$ cat config.mk
export PLATFORM = sky130hd
export DESIGN_NAME = rstc_top
export DESIGN_NICKNAME = d
export VERILOG_FILES = /design/src/rtl/rstc_pkg.sv /design/src/rtl/rstc_ctrl.sv /design/src/rtl/rstc_datapath.sv /design/src/rtl/rstc_top.sv
export SDC_FILE = /design/constraint.sdc
export NUM_CORES = 1
export LEC_CHECK = 0
export CAP_MARGIN = 20
export CORE_MARGIN = 5
export CORE_UTILIZATION = 66
export CTS_CLUSTER_DIAMETER = 40
export DETAILED_ROUTE_END_ITERATION = 8
export DONT_BUFFER_PORTS = 1
export PLACE_DENSITY = 0.92
export SLEW_MARGIN = 20
export SYNTH_ARGS = -nofsm -noshare
export SYNTH_HDL_FRONTEND = slang
export SYNTH_SLANG_ARGS = --single-unit
$ cat constraint.sdc
create_clock -name clk -period 3 [get_ports clk]
set_input_delay 0.75 -clock clk [delete_from_list [all_inputs] [get_ports clk]]
set_output_delay 0.75 -clock clk [all_outputs]
set_load 0.05 [all_outputs]
$ cat src/rtl/rstc_pkg.sv
package rstc_pkg;
  localparam int unsigned NUM_SRC = 5;
  localparam int unsigned STS_W   = 9;
  localparam int unsigned REG_W   = 32;
  // status bit for each synchronised source: pin, watchdog, brown-out, sysreq, lockup
  localparam int unsigned SRC_BIT [NUM_SRC] = '{1, 2, 4, 5, 8};
  localparam int unsigned POR_BIT  = 0;
  localparam int unsigned CORE_BIT = 7;
  localparam logic [REG_W-1:0] STS_MASK    = 32'h0000_01B7;
  localparam logic [REG_W-1:0] PERIPH_MASK = 32'h1053_130E;

  localparam logic [1:0] ADDR_STS    = 2'd0;
  localparam logic [1:0] ADDR_SHOT   = 2'd1;
  localparam logic [1:0] ADDR_PERIPH = 2'd2;

  typedef struct packed {
    logic       stsWr;
    logic [1:0] shotLoad;
    logic       periphWr;
  } rstcStrobe_t;
endpackage

$ cat src/rtl/rstc_ctrl.sv
module rstc_ctrl
  import rstc_pkg::*;
(
  input  logic        wrEn,
  input  logic [1:0]  wrAddr,
  input  logic [1:0]  shotReq,
  input  logic        protOpen,
  input  logic [1:0]  shotActive,
  output rstcStrobe_t strb
);
  always_comb begin
    strb          = '0;
    strb.stsWr    = wrEn && (wrAddr == ADDR_STS);
    strb.periphWr = wrEn && (wrAddr == ADDR_PERIPH);
    if (wrEn && (wrAddr == ADDR_SHOT) && protOpen)
      strb.shotLoad = shotReq & ~shotActive;
  end
endmodule

$ cat src/rtl/rstc_datapath.sv
module rstc_datapath
  import rstc_pkg::*;
#(
  parameter int unsigned PULSE_CYCLES = 2,
  parameter int unsigned SYNC_STAGES  = 2
) (
  input  logic               clk,
  input  logic               porN,
  input  logic [NUM_SRC-1:0] srcRaw,
  input  rstcStrobe_t        strb,
  input  logic [REG_W-1:0]   wrData,
  output logic [1:0]         shotActive,
  output logic               chipRst,
  output logic               coreRst,
  output logic [REG_W-1:0]   periphReg,
  output logic [REG_W-1:0]   statusReg
);
  localparam int unsigned CW = $clog2(PULSE_CYCLES + 1);
  localparam logic [CW-1:0] CNT_LOAD = CW'(PULSE_CYCLES - 1);

  logic [NUM_SRC-1:0] srcSync;
  logic [STS_W-1:0]   flags;
  logic [STS_W-1:0]   setVec;
  logic [STS_W-1:0]   clrVec;

  for (genvar g = 0; g < NUM_SRC; g++) begin : g_sync
    logic [SYNC_STAGES-1:0] chain;
    always_ff @(posedge clk or negedge porN) begin
      if (!porN) chain <= '0;
      else       chain <= {chain[SYNC_STAGES-2:0], srcRaw[g]};
    end
    assign srcSync[g] = chain[SYNC_STAGES-1];
  end

  for (genvar s = 0; s < 2; s++) begin : g_shot
    logic [CW-1:0] cnt;
    always_ff @(posedge clk or negedge porN) begin
      if (!porN) begin
        shotActive[s] <= 1'b0;
        cnt           <= '0;
      end else if (strb.shotLoad[s]) begin
        shotActive[s] <= 1'b1;
        cnt           <= CNT_LOAD;
      end else if (shotActive[s]) begin
        if (cnt == '0) shotActive[s] <= 1'b0;
        else           cnt <= cnt - 1'b1;
      end
    end
  end

  always_comb begin
    setVec = '0;
    for (int i = 0; i < NUM_SRC; i++) setVec[SRC_BIT[i]] = srcSync[i];
    setVec[POR_BIT]  = shotActive[0];
    setVec[CORE_BIT] = shotActive[1];
  end

  assign clrVec = strb.stsWr ? wrData[STS_W-1:0] : '0;

  always_ff @(posedge clk or negedge porN) begin
    if (!porN) flags <= STS_W'(1) << POR_BIT;
    else       flags <= ((flags & ~clrVec) | setVec) & STS_MASK[STS_W-1:0];
  end

  always_ff @(posedge clk or negedge porN) begin
    if (!porN)              periphReg <= '0;
    else if (strb.periphWr) periphReg <= wrData & PERIPH_MASK;
  end

  assign statusReg = {{(REG_W-STS_W){1'b0}}, flags};
  assign chipRst   = shotActive[0] | (|srcSync);
  assign coreRst   = chipRst | shotActive[1];
endmodule

$ cat src/rtl/rstc_top.sv
module rstc_top
  import rstc_pkg::*;
#(
  parameter int unsigned PULSE_CYCLES = 2,
  parameter int unsigned SYNC_STAGES  = 2
) (
  input  logic        clk,
  input  logic        porN,
  input  logic        pinRstIn,
  input  logic        wdtRstIn,
  input  logic        bodRstIn,
  input  logic        sysReqIn,
  input  logic        lockupIn,
  input  logic        protOpen,
  input  logic        wrEn,
  input  logic [1:0]  wrAddr,
  input  logic [31:0] wrData,
  output logic        chipRstOut,
  output logic        coreRstOut,
  output logic [31:0] periphRstOut,
  output logic [1:0]  oneShotOut,
  output logic [31:0] statusOut
);
  rstcStrobe_t strb;
  logic [1:0]  shotActive;

  rstc_ctrl u_ctrl (
    .wrEn      (wrEn),
    .wrAddr    (wrAddr),
    .shotReq   (wrData[1:0]),
    .protOpen  (protOpen),
    .shotActive(shotActive),
    .strb      (strb)
  );

  rstc_datapath #(
    .PULSE_CYCLES(PULSE_CYCLES),
    .SYNC_STAGES (SYNC_STAGES)
  ) u_dp (
    .clk       (clk),
    .porN      (porN),
    .srcRaw    ({lockupIn, sysReqIn, bodRstIn, wdtRstIn, pinRstIn}),
    .strb      (strb),
    .wrData    (wrData),
    .shotActive(shotActive),
    .chipRst   (chipRstOut),
    .coreRst   (coreRstOut),
    .periphReg (periphRstOut),
    .statusReg (statusOut)
  );

  assign oneShotOut = shotActive;
endmodule

After elaboration in Yosys (flattened, before gate mapping)
Index checks and enable logic that the tools add are counted.
{"block": "totals", "ff_bits": 34, "inputBits": 43, "out_inout_bits": 68, "wordCells": 50}
{"block": "op_classes", "add_sub_neg": 2, "eq_ne": 4, "muxes": 14, "bitwise_logic": 7, "reduce_logical": 12}
{"operator": "2-bit two-way mux", "n": 7}
{"operator": "9-bit bitwise AND", "n": 1}
{"operator": "9-bit two-way mux", "n": 1}
{"operator": "9-bit NOT", "n": 1}
{"operator": "9-bit bitwise OR", "n": 1}
{"operator": "2-bit logical NOT", "n": 3}
{"operator": "1-bit two-way mux", "n": 6}
{"operator": "5-bit OR reduction", "n": 1}
{"operator": "1-bit logical AND", "n": 4}
{"operator": "2-bit inequality test, second input constant", "n": 2}
{"operator": "2-bit AND reduction", "n": 2}
{"operator": "2-bit nonzero test", "n": 2}
{"operator": "2-bit by 1-bit subtractor with 2-bit output, second input constant", "n": 2}
{"operator": "2-bit bitwise AND", "n": 1}
{"operator": "2-bit by 1-bit equality test with 1-bit output, second input constant", "n": 1}
{"operator": "2-bit equality test, second input constant", "n": 1}
{"operator": "2-bit NOT", "n": 1}
{"operator": "1-bit bitwise OR", "n": 2}

Logic depth before layout (Yosys ltp)
Gate-level depths: netlist of the first run.
{"block": "logic_depth", "word_depth": 6, "mapped_depth": 5, "mapped_depth_nobuf": 5}

Modules after synthesis
From an unflattened synthesis of the first run, not the netlist that was laid out.
{"block": "hier_totals", "hier_cells": 136, "area_unflattened_um2": 1619.1}
{"mod": "rstc_datapath", "instances": 1, "cells_per_inst": 131, "area_each_um2": 1577.8, "seq_area_each_um2": 852.1}
{"mod": "rstc_ctrl", "instances": 1, "cells_per_inst": 5, "area_each_um2": 41.3, "seq_area_each_um2": 0.0}

Worst setup path after synthesis of the first run
Ideal clock, no wire load.
{"block": "synth_path", "path_kind": "register to output", "startpoint": "register u_dp.shotActive[0]", "endpoint": "output port coreRstOut", "t_arrival_ps": 1375, "required_ps": 2250, "path_slack_ps": 875, "path_stages_with_launch": 3, "n_path_buf": 0, "cell_sequence": "dfrtp_1 > nor4_1 > nand3_1"}
{"block": "synth_via", "elab_chain_len": 2}
{"item": "start, declared", "line": "rstc_datapath.sv:12", "source": "output logic [1:0] shotActive,"}
{"item": "start signal, assigned by index", "line": "rstc_datapath.sv:39", "source": "shotActive[s] <= 1'b0;"}
{"item": "start signal, assigned by index", "line": "rstc_datapath.sv:42", "source": "shotActive[s] <= 1'b1;"}
{"item": "start signal, assigned by index", "line": "rstc_datapath.sv:45", "source": "if (cnt == '0) shotActive[s] <= 1'b0;"}
{"item": "1-bit bitwise OR", "line": "rstc_datapath.sv:71", "source": "assign chipRst = shotActive[0] | (|srcSync);"}
{"item": "1-bit bitwise OR", "line": "rstc_datapath.sv:72", "source": "assign coreRst = chipRst | shotActive[1];"}
{"item": "end, declared", "line": "rstc_top.sv:19", "source": "output logic coreRstOut,"}
Every way passes these cells.

Worst setup path in the final report of the first run
Ends and elaborated chain as after synthesis.

==> results of run 1 <==
[layer usage]
metal	vias up	GRT usage [%]
li1	350	-
met1	380	16.5
met2	56	26.9
met3	7	9.07
met4	0	7.28
met5	-	0
[sequential cells by signal, indices dropped and copies added, names as in the netlist]
name	cells
u_dp.shotActive	2
u_dp.flags	7
u_dp.g_shot.cnt	4
u_dp.g_sync.chain	10
u_dp.periphReg	11
[cell families (layout without fill, tap and decap cells)]
logic type                 count (synthesis)  count (layout)
buffers and inverters                     52              13
DFF                                       34              34
and+or+nand+nor                           23              23
muxes                                     12              12
AOI/OAI and AO/OA                          9               9
adders and majority gates                  2               2
xor gates and xnor gates                   2               2
other                                      1              46
[path summary, 6_finish.rpt]
kind | end | slack (ns) | depth (start not counted)
max | coreRstOut | 0.27 | 2
min | u_dp.flags[5] | 0.09 | 0
max reg2reg | u_dp.g_shot[1].cnt[0] | 1.62 | 3
min reg2reg | u_dp.g_sync[2].chain[1] | 0.36 | 0
max in group asynchronous | u_dp.flags[0] | 2.73 | 0
min in group clk | u_dp.g_sync[2].chain[1] | 0.36 | 0
[critical path: cells and delay by family (launching register included)]
family / cells / cell delay (ns)
flip-flops: 1 / 0.62
AND/OR/NAND/NOR: 2 / 1.02
[power groups by stage]
stage	Combinational, mW	Sequential [mW]	Clock, mW
2_1_floorplan	0.325	0.776	0
5_1_grt	0.334	0.799	0.298
4_1_cts	0.313	0.790	0.277
6_report	0.310	0.788	0.266
3_3_place_gp	0.287	0.792	0
3_5_place_dp	0.312	0.800	0
[synth_stat cells]
master	instances	share of area [%]
nor2b_1	1	0.38
mux2_2	1	0.68
a21o_1	6	2.7
nand2_1	11	2.5
nand3b_1	1	0.45
dfrtp_1	33	50
buf_6	1	0.68
mux2_4	10	9.1
nor3b_4	1	1.1
ha_1	2	1.5
a31oi_1	1	0.38
nand3b_4	1	1.2
and4b_2	1	0.68
nor4_1	1	0.38
nand2b_1	1	0.38
buf_4	46	21
nand3_1	2	0.61
nor2_1	2	0.45
inv_1	5	1.1
o211a_1	1	0.61
o21ai_0	1	0.30
xnor2_1	2	1.1
mux2i_1	1	0.61
conb_1	1	0.23
dfstp_2	1	1.6
and2_1	1	0.38
[cell type report]
| class | instances | area [um^2] | area share (%) |
|---|---|---|---|
| Inverter | 5 | 18.8 | 1.20 |
| Clock buffer | 6 | 51.3 | 3.27 |
| Sequential cell | 34 | 852 | 54.4 |
| Clock inverter | 2 | 12.5 | 0.799 |
| Tap cell | 30 | 37.5 | 2.40 |
| Multi-Input combinational cell | 94 | 594 | 37.9 |
==> flow_summary.toml, run 1 <==
[floorplan]
dieArea_um2 = 3600
die_h_um = 60.0
start_util_pct = 68.0
die_x_um = 60.0
core-area_um2 = 2430
num_rows = 18
top_level_ports = 111

[clock_tree]
clockBufferDepth = 2
root_buffer = "clkbuf_4"
h-tree-depth = 2
cts_buffers = 5
postCtsHoldBufs = 0
cts_post_setup_buffers_inserted = 0
clk_latency_ns = 0.34
numClockSinks = 34
clk_pin_slew_ns = 0.11
cts_tree = "done"
cts_resized = 0

[route]
drt_iter0_drc = 5
met1_length_um = 861
drcViolationCount = 0
wl_met3_um = 426
viasPerCell = 4.64
top_layer = "met4"
drtPass1Iterations = 4
wl_mm = 2.82
via_count = 793
route.met2.wl_mm = 1.49
antenna_left = 0
avgRoutedWirePerCell_um = 16.5

[critical_path]
setup.worst_path.start_class = "flop"
crit_path_start = "u_dp.shotActive[0]"
worstPathMaxFanout = 5
r2r-start = "u_dp.shotActive[1]"
cp_slowest_cell = "dfrtp_1"
path_class = "flop to output pin"
slowest_delay_ns = 0.62
cp.required_ns = 2.25
crit_chain = "nor4_1 > nand3_1"
arrival_ns = 1.98
worstSetupEndpointType = "output pin"

[timing]
fin_setup_tns_ns = 0
rsz0062_at_grt = "no"
fmax_mhz = 366
worst_pin_slew_ns = 0.574
hold_ws_ns = 0.0858
finalSetupViolCount = 0
worst_slack_ns = 0.270
drv_slew = 0
fin_skew_ns = 0.0112
period_share_pct = 91.0
max_slew_margin_pct = 61.7
hold_viol_final = 0
fin_crit_ns = 2.73

[power_and_ir_drop]
p_sw_mw = 0.602
totalPowerFinal_mw = 1.36
max-vdd-ir-drop_mv = 0.657
powerDensity_nw_per_um2 = 871
seq_power_share_pct = 57.8
p_int_mw = 0.762
leakagePower_nw = 0.809
combPwrFrac_pct = 22.8
p_clk_share_pct = 19.5
swShare_pct = 44.1

[run_status]
status = "finished, final reports clean"

[logic_synthesis]
synth_compound_area_share_pct = 4.01
syn_avg_cell_area_um2 = 12.2
synthCells = 135
ys_seq_area_share_pct = 51.6
synthSimpleGateAreaFrac_pct = 8.55
ys_ff_latch = 34
synthDistinctLibCells = 26
synthMuxAreaShare_pct = 10.4
synthAdderAreaFrac_pct = 1.51
yosysWarnings = 0
netlist_area_um2 = 1650
synth_top_family_by_area = "buffers and inverters"
synthXorXnorAreaFrac_pct = 1.06

[layout]
design_area_um2 = 1570
final_cell_mix = "46 x conb_1, 33 x dfrtp_1, 11 x nand2_1"
final_common_cell = "conb_1"
drive_gt1_share_pct = 16.3
final_util_pct = 64.4
n_antenna_cell = 0
stdcell_count = 171
fillers = 189
num-nets-final = 185
area_growth_syn_to_layout_pct = -5.22

[global_routing]
grt_pass1_wl_mm = 3.93
grt_overflow = 0
grt_usage_pct = 16.2
grt_start_max_net_pins = 35
antenna_found_initial = 0
grt_pass1_vias = 765

[placement]
dpl.cell_count = 163
dp_hpwl_mm = 2.30
gp_congestion = 0.753
pre_cts_slack_ns = 0.651
portBuffers = 0
place_area_um2 = 1500

[flow_run]
maxCapViolCount = 0

[worst_hold_path]
hold_path.class = "input pin to asynchronous set/reset pin"
Note: power is estimated with default switching activity, not from simulation.
==> run 2, diff against run 1 <==
Settings changed: CORE_MARGIN 5 to 4.
==> flow_summary.toml, run 2 (synthesis results as in run 1) <==
[run_status]
status = "finished, final reports clean"

[worst_hold_path]
hold_path.class = "input pin to asynchronous set/reset pin"

[global_routing]
grt_pass1_vias = 821
grt_start_max_net_pins = 35
grt_overflow = 0
grt_pass1_wl_mm = 4.08
grt_usage_pct = 16.7
antenna_found_initial = 0

[timing]
max_slew_margin_pct = 61.1
period_share_pct = 86.3
worst_pin_slew_ns = 0.584
fin_setup_tns_ns = 0
drv_slew = 0
fin_skew_ns = 0.00323
hold_viol_final = 0
rsz0062_at_grt = "no"
fin_crit_ns = 2.59
worst_slack_ns = 0.412
finalSetupViolCount = 0
fmax_mhz = 386

[placement]
pre_cts_slack_ns = 0.761
dp_hpwl_mm = 2.17
gp_congestion = 0.706
portBuffers = 0
place_area_um2 = 1500

[route]
avgRoutedWirePerCell_um = 15.9
drt_iter0_drc = 4
via_count = 818
viasPerCell = 4.87
drtPass1Iterations = 4
antenna_left = 0
drcViolationCount = 0
wl_mm = 2.67

[layout]
design_area_um2 = 1580
largest-register = "u_dp.periphReg"
largest_reg_flops = 11
drive_gt1_share_pct = 15.7
final_common_cell = "conb_1"
final_cell_mix = "46 x conb_1, 33 x dfrtp_1, 11 x nand2_1"
area_growth_syn_to_layout_pct = -4.31
n_antenna_cell = 0
reg_top3 = "u_dp.periphReg (11), u_dp.g_sync.chain (10), u_dp.flags (7)"
num-nets-final = 185

[power_and_ir_drop]
leakagePower_nw = 0.819
swShare_pct = 41.0
p_int_mw = 0.841
p_sw_mw = 0.585
powerDensity_nw_per_um2 = 902
seq_power_share_pct = 55.2
combPwrFrac_pct = 21.3
p_clk_share_pct = 23.5
max-vdd-ir-drop_mv = 0.549

[flow_run]
maxCapViolCount = 0

[clock_tree]
numClockSinks = 34
cts_resized = 0
h-tree-depth = 2
postCtsHoldBufs = 0
clk_latency_ns = 0.32
root_buffer = "clkbuf_4"
cts_post_setup_buffers_inserted = 0
cts_tree = "done"
clk_pin_slew_ns = 0.10
cts_buffers = 5
clockBufferDepth = 2

[critical_path]
timing.rr.end = "u_dp.g_shot[1].cnt[0]"
setup.worst_path.start_class = "flop"
path_class = "flop to output pin"
cp.required_ns = 2.25
r2r_setup_slack_ns = 1.63
worstPathMaxFanout = 5
worstSetupEndpointType = "output pin"
arrival_ns = 1.84
r2r-start = "u_dp.shotActive[1]"
rr_worst_depth = 3

[floorplan]
die_h_um = 58.0
dieArea_um2 = 3370
num_rows = 17
start_util_pct = 71.9
top_level_ports = 111
die_x_um = 58.0
core-area_um2 = 2300
==> run 2: area by class of cell <==
class	count	area, um^2
Clock buffer	6	51.3
Clock inverter	1	30.0
Fill cell	154	716
Inverter	5	18.8
Multi-Input combinational cell	94	594
Sequential cell	34	852
Tap cell	28	35.0
==> run 2: through the flow <==
step | cells | power, mW | utilization (%) | hold WS [ns]
after floorplan | 180 | 1.10 | - | 0.331
after global placement | 161 | 1.08 | 65.3 | 0.333
after detailed placement | 161 | 1.10 | 65.3 | 0.335
after CTS | 168 | 1.44 | 68.8 | 0.0815
after global routing | 168 | 1.50 | 68.8 | 0.0643
final | 168 | 1.43 | 68.8 | 0.104
==> run 2: worst max-delay path: stages, from the launching register on <==
cell and delay, ns:
dfrtp_1 0.62, nor4_1 0.40, nand3_1 0.49
==> run 2: routing by layer <==
metal | track usage (%) | vias up | wire length [um]
li1 | - | 351 | -
met1 | 17.2 | 400 | 846
met2 | 27.6 | 64 | 1390
met3 | 10.7 | 3 | 403
met4 | 5.96 | 0 | 31
met5 | 0 | - | 0
==> run 2: how the worst max path moves through the flow <==
stage                  startpoint          to  slack [ns]  cells after the start
2_1_floorplan  u_dp.shotActive[0]  coreRstOut        0.87                      2
3_3_place_gp   u_dp.shotActive[0]  coreRstOut        0.77                      2
3_5_place_dp   u_dp.shotActive[0]  coreRstOut        0.76                      2
4_1_cts        u_dp.shotActive[0]  coreRstOut        0.37                      2
5_1_grt        u_dp.shotActive[0]  coreRstOut        0.26                      2
6_report       u_dp.shotActive[0]  coreRstOut        0.41                      2
==> run 2: power groups by stage <==
stage,Clock (mW),Sequential [mW],Combinational (mW)
after CTS,0.347,0.789,0.303
after global placement,0,0.791,0.287
final,0.336,0.787,0.304
after detailed placement,0,0.798,0.303
after floorplan,0,0.776,0.325
after global routing,0.369,0.799,0.330
